**config.mk**
```make
export PLATFORM = sky130hd
export DESIGN_NAME = adc_regif
export DESIGN_NICKNAME = d
export VERILOG_FILES = /design/src/rtl/adc_regif_pkg.sv /design/src/rtl/adc_ctl_reg.sv /design/src/rtl/adc_pwr_seq.sv /design/src/rtl/adc_ccf_track.sv /design/src/rtl/adc_result_mem.sv /design/src/rtl/adc_regif.sv
export SDC_FILE = /design/constraint.sdc
export NUM_CORES = 1
export LEC_CHECK = 0
export BUFFER_PORTS_ARGS = -buffer_cell sky130_fd_sc_hd__buf_4
export CORE_ASPECT_RATIO = 0.8
export CORE_UTILIZATION = 50
export DETAILED_ROUTE_END_ITERATION = 6
export GPL_TIMING_DRIVEN = 0
export PLACE_DENSITY = 0.79
export SYNTH_ARGS = -nofsm -noshare
export SYNTH_HDL_FRONTEND = slang
export SYNTH_HIERARCHICAL = 1
export SYNTH_SLANG_ARGS = --single-unit
export TNS_END_PERCENT = 30
```
**constraint.sdc**
```tcl
create_clock -name clk -period 2.74 [get_ports clk]
set_input_delay 0.411 -clock clk [delete_from_list [all_inputs] [get_ports clk]]
set_output_delay 0.411 -clock clk [all_outputs]
set_load 0.02 [all_outputs]
```
**src/rtl/adc_regif_pkg.sv**
```systemverilog
package adc_regif_pkg;
  localparam int unsigned BUS_W = 8;

  typedef struct packed {
    logic pwr;
    logic ffc;
    logic wstop;
    logic ie;
  } ctl_t;

  function automatic logic [BUS_W-1:0] ctl_pack(input ctl_t c, input logic flag);
    return {c.pwr, c.ffc, c.wstop, 3'b000, c.ie, flag};
  endfunction

  function automatic ctl_t ctl_unpack(input logic [BUS_W-1:0] d);
    ctl_t c;
    c.pwr   = d[7];
    c.ffc   = d[6];
    c.wstop = d[5];
    c.ie    = d[1];
    return c;
  endfunction
endpackage

```
**src/rtl/adc_ctl_reg.sv**
```systemverilog
module adc_ctl_reg
  import adc_regif_pkg::*;
(
  input  logic             clk,
  input  logic             rst,
  input  logic             wr_ctl,
  input  logic             wr_ctl2,
  input  logic [BUS_W-1:0] wdata,
  input  logic             last_acc,
  input  logic             seq_start,
  output ctl_t             ctl_q,
  output logic [BUS_W-1:0] ctl2_q,
  output logic             seq_flag,
  output logic             abort_q,
  output logic             irq
);
  logic abort_now;
  assign abort_now = wr_ctl | wr_ctl2;

  always_ff @(posedge clk) begin
    if (rst) begin
      ctl_q    <= '0;
      ctl2_q   <= '0;
      seq_flag <= 1'b0;
      abort_q  <= 1'b0;
    end else begin
      if (wr_ctl)  ctl_q  <= ctl_unpack(wdata);
      if (wr_ctl2) ctl2_q <= wdata;
      abort_q <= abort_now;
      if (abort_now)      seq_flag <= 1'b0;
      else if (seq_start) seq_flag <= 1'b0;
      else if (last_acc)  seq_flag <= 1'b1;
    end
  end

  assign irq = seq_flag & ctl_q.ie;
endmodule

```
**src/rtl/adc_pwr_seq.sv**
```systemverilog
module adc_pwr_seq #(
  parameter int unsigned REC_CYCLES = 16
) (
  input  logic clk,
  input  logic rst,
  input  logic pwr,
  input  logic wstop,
  input  logic sys_wait,
  output logic clk_en,
  output logic run
);
  localparam int unsigned CNT_W = $clog2(REC_CYCLES + 1);
  localparam logic [CNT_W-1:0] CNT_LAST = CNT_W'(REC_CYCLES - 1);

  logic [CNT_W-1:0] cnt_q;
  logic             rec_done;
  logic             halt;

  assign halt = wstop & sys_wait;

  always_ff @(posedge clk) begin
    if (rst || !pwr) begin
      cnt_q    <= '0;
      rec_done <= 1'b0;
    end else if (!rec_done) begin
      if (cnt_q == CNT_LAST) rec_done <= 1'b1;
      else                   cnt_q    <= cnt_q + 1'b1;
    end
  end

  always_ff @(posedge clk) begin
    if (rst) begin
      clk_en <= 1'b0;
      run    <= 1'b0;
    end else begin
      clk_en <= pwr & ~halt;
      run    <= pwr & rec_done & ~halt;
    end
  end
endmodule

```
**src/rtl/adc_ccf_track.sv**
```systemverilog
module adc_ccf_track #(
  parameter int unsigned N_CH = 8,
  parameter int unsigned CH_W = 3
) (
  input  logic            clk,
  input  logic            rst,
  input  logic            ffc,
  input  logic            acc_done,
  input  logic [CH_W-1:0] done_ch,
  input  logic            stat_rd,
  input  logic            res_acc,
  input  logic            res_we,
  input  logic [CH_W-1:0] res_ch,
  output logic [N_CH-1:0] ccf
);
  for (genvar c = 0; c < N_CH; c++) begin : g_ch
    logic hit_done, hit_res, flag_q, arm_q, clr;
    assign hit_done = acc_done && (done_ch == CH_W'(c));
    assign hit_res  = res_acc && (res_ch == CH_W'(c));
    assign clr      = hit_res && (ffc ? flag_q : (!res_we && arm_q));

    always_ff @(posedge clk) begin
      if (rst) begin
        flag_q <= 1'b0;
        arm_q  <= 1'b0;
      end else begin
        if (hit_done) flag_q <= 1'b1;
        else if (clr) flag_q <= 1'b0;

        if (hit_done)                arm_q <= 1'b0;
        else if (stat_rd)            arm_q <= flag_q;
        else if (hit_res && !res_we) arm_q <= 1'b0;
      end
    end
    assign ccf[c] = flag_q;
  end
endmodule

```
**src/rtl/adc_result_mem.sv**
```systemverilog
module adc_result_mem #(
  parameter int unsigned N_CH = 8,
  parameter int unsigned CH_W = 3,
  parameter int unsigned RES_W = 8
) (
  input  logic             clk,
  input  logic             we,
  input  logic [CH_W-1:0]  wch,
  input  logic [RES_W-1:0] wdata,
  input  logic             re,
  input  logic [CH_W-1:0]  rch,
  output logic [RES_W-1:0] q
);
  logic [RES_W-1:0] mem [N_CH];

  always_ff @(posedge clk) begin
    if (we) mem[wch] <= wdata;
  end

  always_ff @(posedge clk) begin
    if (re) q <= mem[rch];
  end
endmodule

```
**src/rtl/adc_regif.sv**
```systemverilog
module adc_regif
  import adc_regif_pkg::*;
#(
  parameter int unsigned N_CH       = 8,
  parameter int unsigned RES_W      = 8,
  parameter int unsigned ADDR_W     = 4,
  parameter int unsigned ADDR_CTL   = 0,
  parameter int unsigned ADDR_CTL2  = 1,
  parameter int unsigned ADDR_STAT  = 2,
  parameter int unsigned RES_BASE   = 8,
  parameter int unsigned REC_CYCLES = 16,
  localparam int unsigned CH_W      = $clog2(N_CH)
) (
  input  logic              clk,
  input  logic              rst,
  input  logic              bus_req,
  input  logic              bus_we,
  input  logic [ADDR_W-1:0] bus_addr,
  input  logic [7:0]        bus_wdata,
  output logic [7:0]        bus_rdata,
  input  logic              sys_wait,
  input  logic              core_done_valid,
  input  logic [CH_W-1:0]   core_done_ch,
  input  logic [RES_W-1:0]  core_done_data,
  input  logic              core_done_last,
  input  logic              core_seq_start,
  output logic              core_abort,
  output logic              core_clk_en,
  output logic              core_run,
  output logic              irq
);
  localparam logic [ADDR_W-1:0] A_CTL  = ADDR_W'(ADDR_CTL);
  localparam logic [ADDR_W-1:0] A_CTL2 = ADDR_W'(ADDR_CTL2);
  localparam logic [ADDR_W-1:0] A_STAT = ADDR_W'(ADDR_STAT);
  localparam logic [ADDR_W-1:0] A_RES  = ADDR_W'(RES_BASE);

  logic              wr, rd, wr_ctl, wr_ctl2, stat_rd, is_res, acc_done;
  logic [ADDR_W-1:0] res_off;
  logic [CH_W-1:0]   res_ch;
  ctl_t              ctl_q;
  logic [7:0]        ctl2_q;
  logic              seq_flag;
  logic [N_CH-1:0]   ccf;
  logic [RES_W-1:0]  mem_q;
  logic [7:0]        rd_q;
  logic              sel_res_q;
  logic              ctl_pwr, ctl_ws;

  assign wr       = bus_req & bus_we;
  assign rd       = bus_req & ~bus_we;
  assign wr_ctl   = wr && (bus_addr == A_CTL);
  assign wr_ctl2  = wr && (bus_addr == A_CTL2);
  assign stat_rd  = rd && (bus_addr == A_STAT);
  assign res_off  = bus_addr - A_RES;
  assign is_res   = (bus_addr >= A_RES) && (32'(res_off) < N_CH);
  assign res_ch   = res_off[CH_W-1:0];
  assign acc_done = core_done_valid & ctl_q.pwr & ~(wr_ctl | wr_ctl2);
  assign ctl_pwr  = ctl_q.pwr;
  assign ctl_ws   = ctl_q.wstop;

  adc_ctl_reg u_ctl (
    .clk       (clk),
    .rst       (rst),
    .wr_ctl    (wr_ctl),
    .wr_ctl2   (wr_ctl2),
    .wdata     (bus_wdata),
    .last_acc  (acc_done & core_done_last),
    .seq_start (core_seq_start),
    .ctl_q     (ctl_q),
    .ctl2_q    (ctl2_q),
    .seq_flag  (seq_flag),
    .abort_q   (core_abort),
    .irq       (irq)
  );

  adc_pwr_seq #(.REC_CYCLES(REC_CYCLES)) u_pwr (
    .clk      (clk),
    .rst      (rst),
    .pwr      (ctl_q.pwr),
    .wstop    (ctl_q.wstop),
    .sys_wait (sys_wait),
    .clk_en   (core_clk_en),
    .run      (core_run)
  );

  adc_ccf_track #(.N_CH(N_CH), .CH_W(CH_W)) u_ccf (
    .clk      (clk),
    .rst      (rst),
    .ffc      (ctl_q.ffc),
    .acc_done (acc_done),
    .done_ch  (core_done_ch),
    .stat_rd  (stat_rd),
    .res_acc  (bus_req & is_res),
    .res_we   (bus_we),
    .res_ch   (res_ch),
    .ccf      (ccf)
  );

  adc_result_mem #(.N_CH(N_CH), .CH_W(CH_W), .RES_W(RES_W)) u_mem (
    .clk   (clk),
    .we    (acc_done),
    .wch   (core_done_ch),
    .wdata (core_done_data),
    .re    (rd & is_res),
    .rch   (res_ch),
    .q     (mem_q)
  );

  always_ff @(posedge clk) begin
    if (rst) begin
      rd_q      <= '0;
      sel_res_q <= 1'b0;
    end else if (rd) begin
      sel_res_q <= is_res;
      rd_q      <= '0;
      if (bus_addr == A_CTL)       rd_q <= ctl_pack(ctl_q, seq_flag);
      else if (bus_addr == A_CTL2) rd_q <= ctl2_q;
      else if (bus_addr == A_STAT) rd_q[N_CH-1:0] <= ccf;
    end
  end

  assign bus_rdata = sel_res_q ? 8'(mem_q) : rd_q;
endmodule

```
==> impl_results.md <==
- Register area share after synthesis: 59.9%
- Post-Syn Area per Cell: 15.0 um2
- Clock sinks: 119
- Total grt overflow: 0
- Number of CTS-inserted buffers: 17
- Setup CP Type: flip-flop to flip-flop
- Worst r2r path cells: 3
- Multi-input logic area: 0.00188 mm2
- Die height: 93.0 um
- Starting DRT DRC Count: 163
- Final Hold Fails: 0
- Slew of the pin with the lowest slew margin: 1320 ps
- Worst Setup Start Kind: flip-flop
- CP max stage cell: nor3_1
- Die area: 0.0108 mm2
- CP cell instances: and3_1 > nand2b_1 > nor3_1
- Syn Nets: 379
- PD cells: 675 mW/mm2
- Commonest non-fill, non-tap cells in the layout: 72 x edfxtp_1, 53 x buf_4, 47 x dfxtp_1
- Vias in the first global route: 3,119
- TNS Setup: 0 ps
- Period utilization: 85.6%
- Antenna diodes: 0
- Slew margin rel.: 11.1%
- Hold depth: 2
- Hold WS: 180 ps
- First-pass GRT wire length: 16,500 um
- Worst Skew: 6.33 ps
- Core region area: 0.00985 mm2
- # resized after CTS: 0
- RR Endpoint: u_mem/mem[0][3]$_DFFE_PP_
- Worst hold endpoint: u_ctl/seq_flag$_SDFFE_PP0P_
- Post-Route WL: 10,500 um
- Total Routing Usage GR: 21.1%
- Buffers on Ports: 42
- Post-route DRC: 0
- Tmin final: 2350 ps
- Synthesized area: 0.00518 mm2
- Synth cell types: 52
- Highest net fanout along the worst path: 10
- H-Tree Depth: 4
- CTS tree: yes
- IO Pins: 43
- Tot Pwr: 4.21 mW
- CP max stage delay: 1030 ps
- Layout cell share with drive strength beyond 1: 30.2%
- Clk Latency, worst-skew pair: 400 ps
- Avg WL per Cell: 18.8 um
- CP Capture Type: flip-flop
- First-pass DRT Iterations: 4
- Final ANT Viol Nets: 0
- RSZ-0062 raised after global routing: no
- Placer's final routability congestion estimate: 0.778
- RR Startpoint: u_ctl/ctl_q[3]$_SDFFE_PP0P_
- Flop2flop setup slack: 390 ps
- Dpl hpwl: 6790 um
- Register bit total from synthesis: 119
- Initial antenna violation count: 0
- Std cell rows: 32
- Max-slew violations: 0
- Initial Utilization: 52.6%
- Chip width: 116 um
- HP Class: input port to flip-flop
- Largest net degree at the start of global routing: 17
- Most common cell after layout, fill and taps aside: edfxtp_1
- WP data required: 2750 ps
- # Post-CTS Setup Buffers: 0
- Worst vdd rail ir drop: 0.000430 V
- Vias: 3,110
- Fmax: 426 MHz
- Number of flops mapped to enable cells by yosys: 72
- Status: finished clean
- NumNets Final: 440
- Final setup viols: 0
- Synth warn: 6
- Max cap viols: 0
- Via-to-Cell Ratio: 5.59
- Max Root-Sink Buffers: 2
- Filler Cell Count: 745
- Reg clk slew, reported paths: 50 ps
- Synthesis-to-layout area growth: 20.3%
- Most used DFF post-synth: edfxtp_1
- CP arrival: 2360 ps
- Sequential Area: 0.00310 mm2
- Pleak: 2.19 nW
- HP Start: core_seq_start
- Hold buffers post-CTS: 0
- Post-synthesis cell count: 346
- Async S/R FF share, synth: 0%
- Root Buffer: clkbuf_16
==> cells by family (layout without fill, tap and decap cells) <==
group,count (synthesis),in the layout,share of synthesized area [%]
buffers and inverters,29,103,3.87
muxes,57,57,16.4
and+or+nand+nor,90,90,11.0
adders and majority gates,2,2,0.483
AOI/OAI and AO/OA,47,47,8.00
xor gates and xnor gates,2,2,0.338
DFF,119,119,59.9
==> sequential cells by signal, indices dropped and copies added (netlist names) <==
register and cells:
rd_q 8, u_ctl/ctl2_q 8, u_ctl/ctl_q 4, u_ccf/g_ch.arm_q 8, u_ccf/g_ch.flag_q 8, u_pwr/cnt_q 5
u_pwr/rec_done 1, u_mem/q 8, u_mem/mem 64, u_ctl/abort_q 1, u_pwr/clk_en 1, u_pwr/run 1
u_ctl/seq_flag 1, sel_res_q 1
==> stage by stage <==
| stage | worst slack [ps] | cells | utilization [%] | area (um2) |
|---|---|---|---|---|
| global placement | 105 | 524 | 57.5 | 5660 |
| detailed placement | 74.7 | 524 | 57.5 | 5660 |
| floorplan | 793 | 346 | - | 5180 |
| finish | 395 | 556 | 63.3 | 6230 |
| global route | 288 | 556 | 63.3 | 6230 |
| CTS | 418 | 556 | 63.3 | 6230 |
==> power by group <==
part / internal [mW] / total (mW) / switching, mW
Clock: 1.33 / 2.10 / 0.772
Combinational: 0.0912 / 0.197 / 0.106
Sequential: 1.90 / 1.90 / 0.00192
==> worst max-delay path, delay by kind of cell, from the launching register on <==
| family | cells | cell delay [ps] |
|---|---|---|
| flops | 1 | 380 |
| simple gates | 3 | 1570 |
==> how the worst max path moves through the flow <==
stage,startpoint,endpoint,cells past startpoint
after detailed placement,bus_addr[1],u_mem/mem[0][2]$_DFFE_PP_,5
after CTS,u_ctl/ctl_q[3]$_SDFFE_PP0P_,u_mem/mem[0][0]$_DFFE_PP_,3
after global placement,bus_addr[1],u_mem/mem[0][5]$_DFFE_PP_,5
after floorplan,bus_req,u_mem/mem[0][0]$_DFFE_PP_,5
final,u_ctl/ctl_q[3]$_SDFFE_PP0P_,u_mem/mem[0][3]$_DFFE_PP_,3
after global routing,u_ctl/ctl_q[3]$_SDFFE_PP0P_,u_mem/mem[4][0]$_DFFE_PP_,3
==> area by class of cell <==
cell class                      instances  share of cell area, %
Clock inverter                         12                   2.09
Tap cell                              136                   2.73
Buffer                                 23                   2.85
Timing Repair Buffer                   42                   5.06
Sequential cell                       119                   49.8
Multi-Input combinational cell        198                   30.1
Clock buffer                           20                   7.01
Inverter                                6                  0.361
==> cell usage after synthesis, drive strengths merged, types with 3 or more instances <==
cell type,n,area [um2]
a2111oi,9,129
a211oi,3,22.5
a21oi,8,40.0
a22o,11,96.3
a311oi,4,35.0
and2,3,20.0
and4b,3,33.8
and4bb,3,37.5
buf,20,166
clkbuf,3,11.3
dfxtp,47,941
edfxtp,72,2160
inv,6,22.5
mux2,16,180
mux2i,25,250
mux4,16,417
nand2,6,22.5
nand2b,12,75.1
nor2,38,150
nor2b,6,45.0
nor3,4,25.0
nor3b,3,33.8
nor4b,3,47.5
o21ai,3,15.0
o2bb2ai,5,43.8
==> layer usage <==
metal | up-vias | global-route usage [%] | share of wire [%]
met4 | 0 | 6.09 | 0.62
met3 | 8 | 6.61 | 4.7
met1 | 1525 | 28.7 | 47
met5 | - | 0 | 0
li1 | 1476 | - | -
met2 | 101 | 32.7 | 48
No activity file was read; power rests on OpenSTA's default activity.
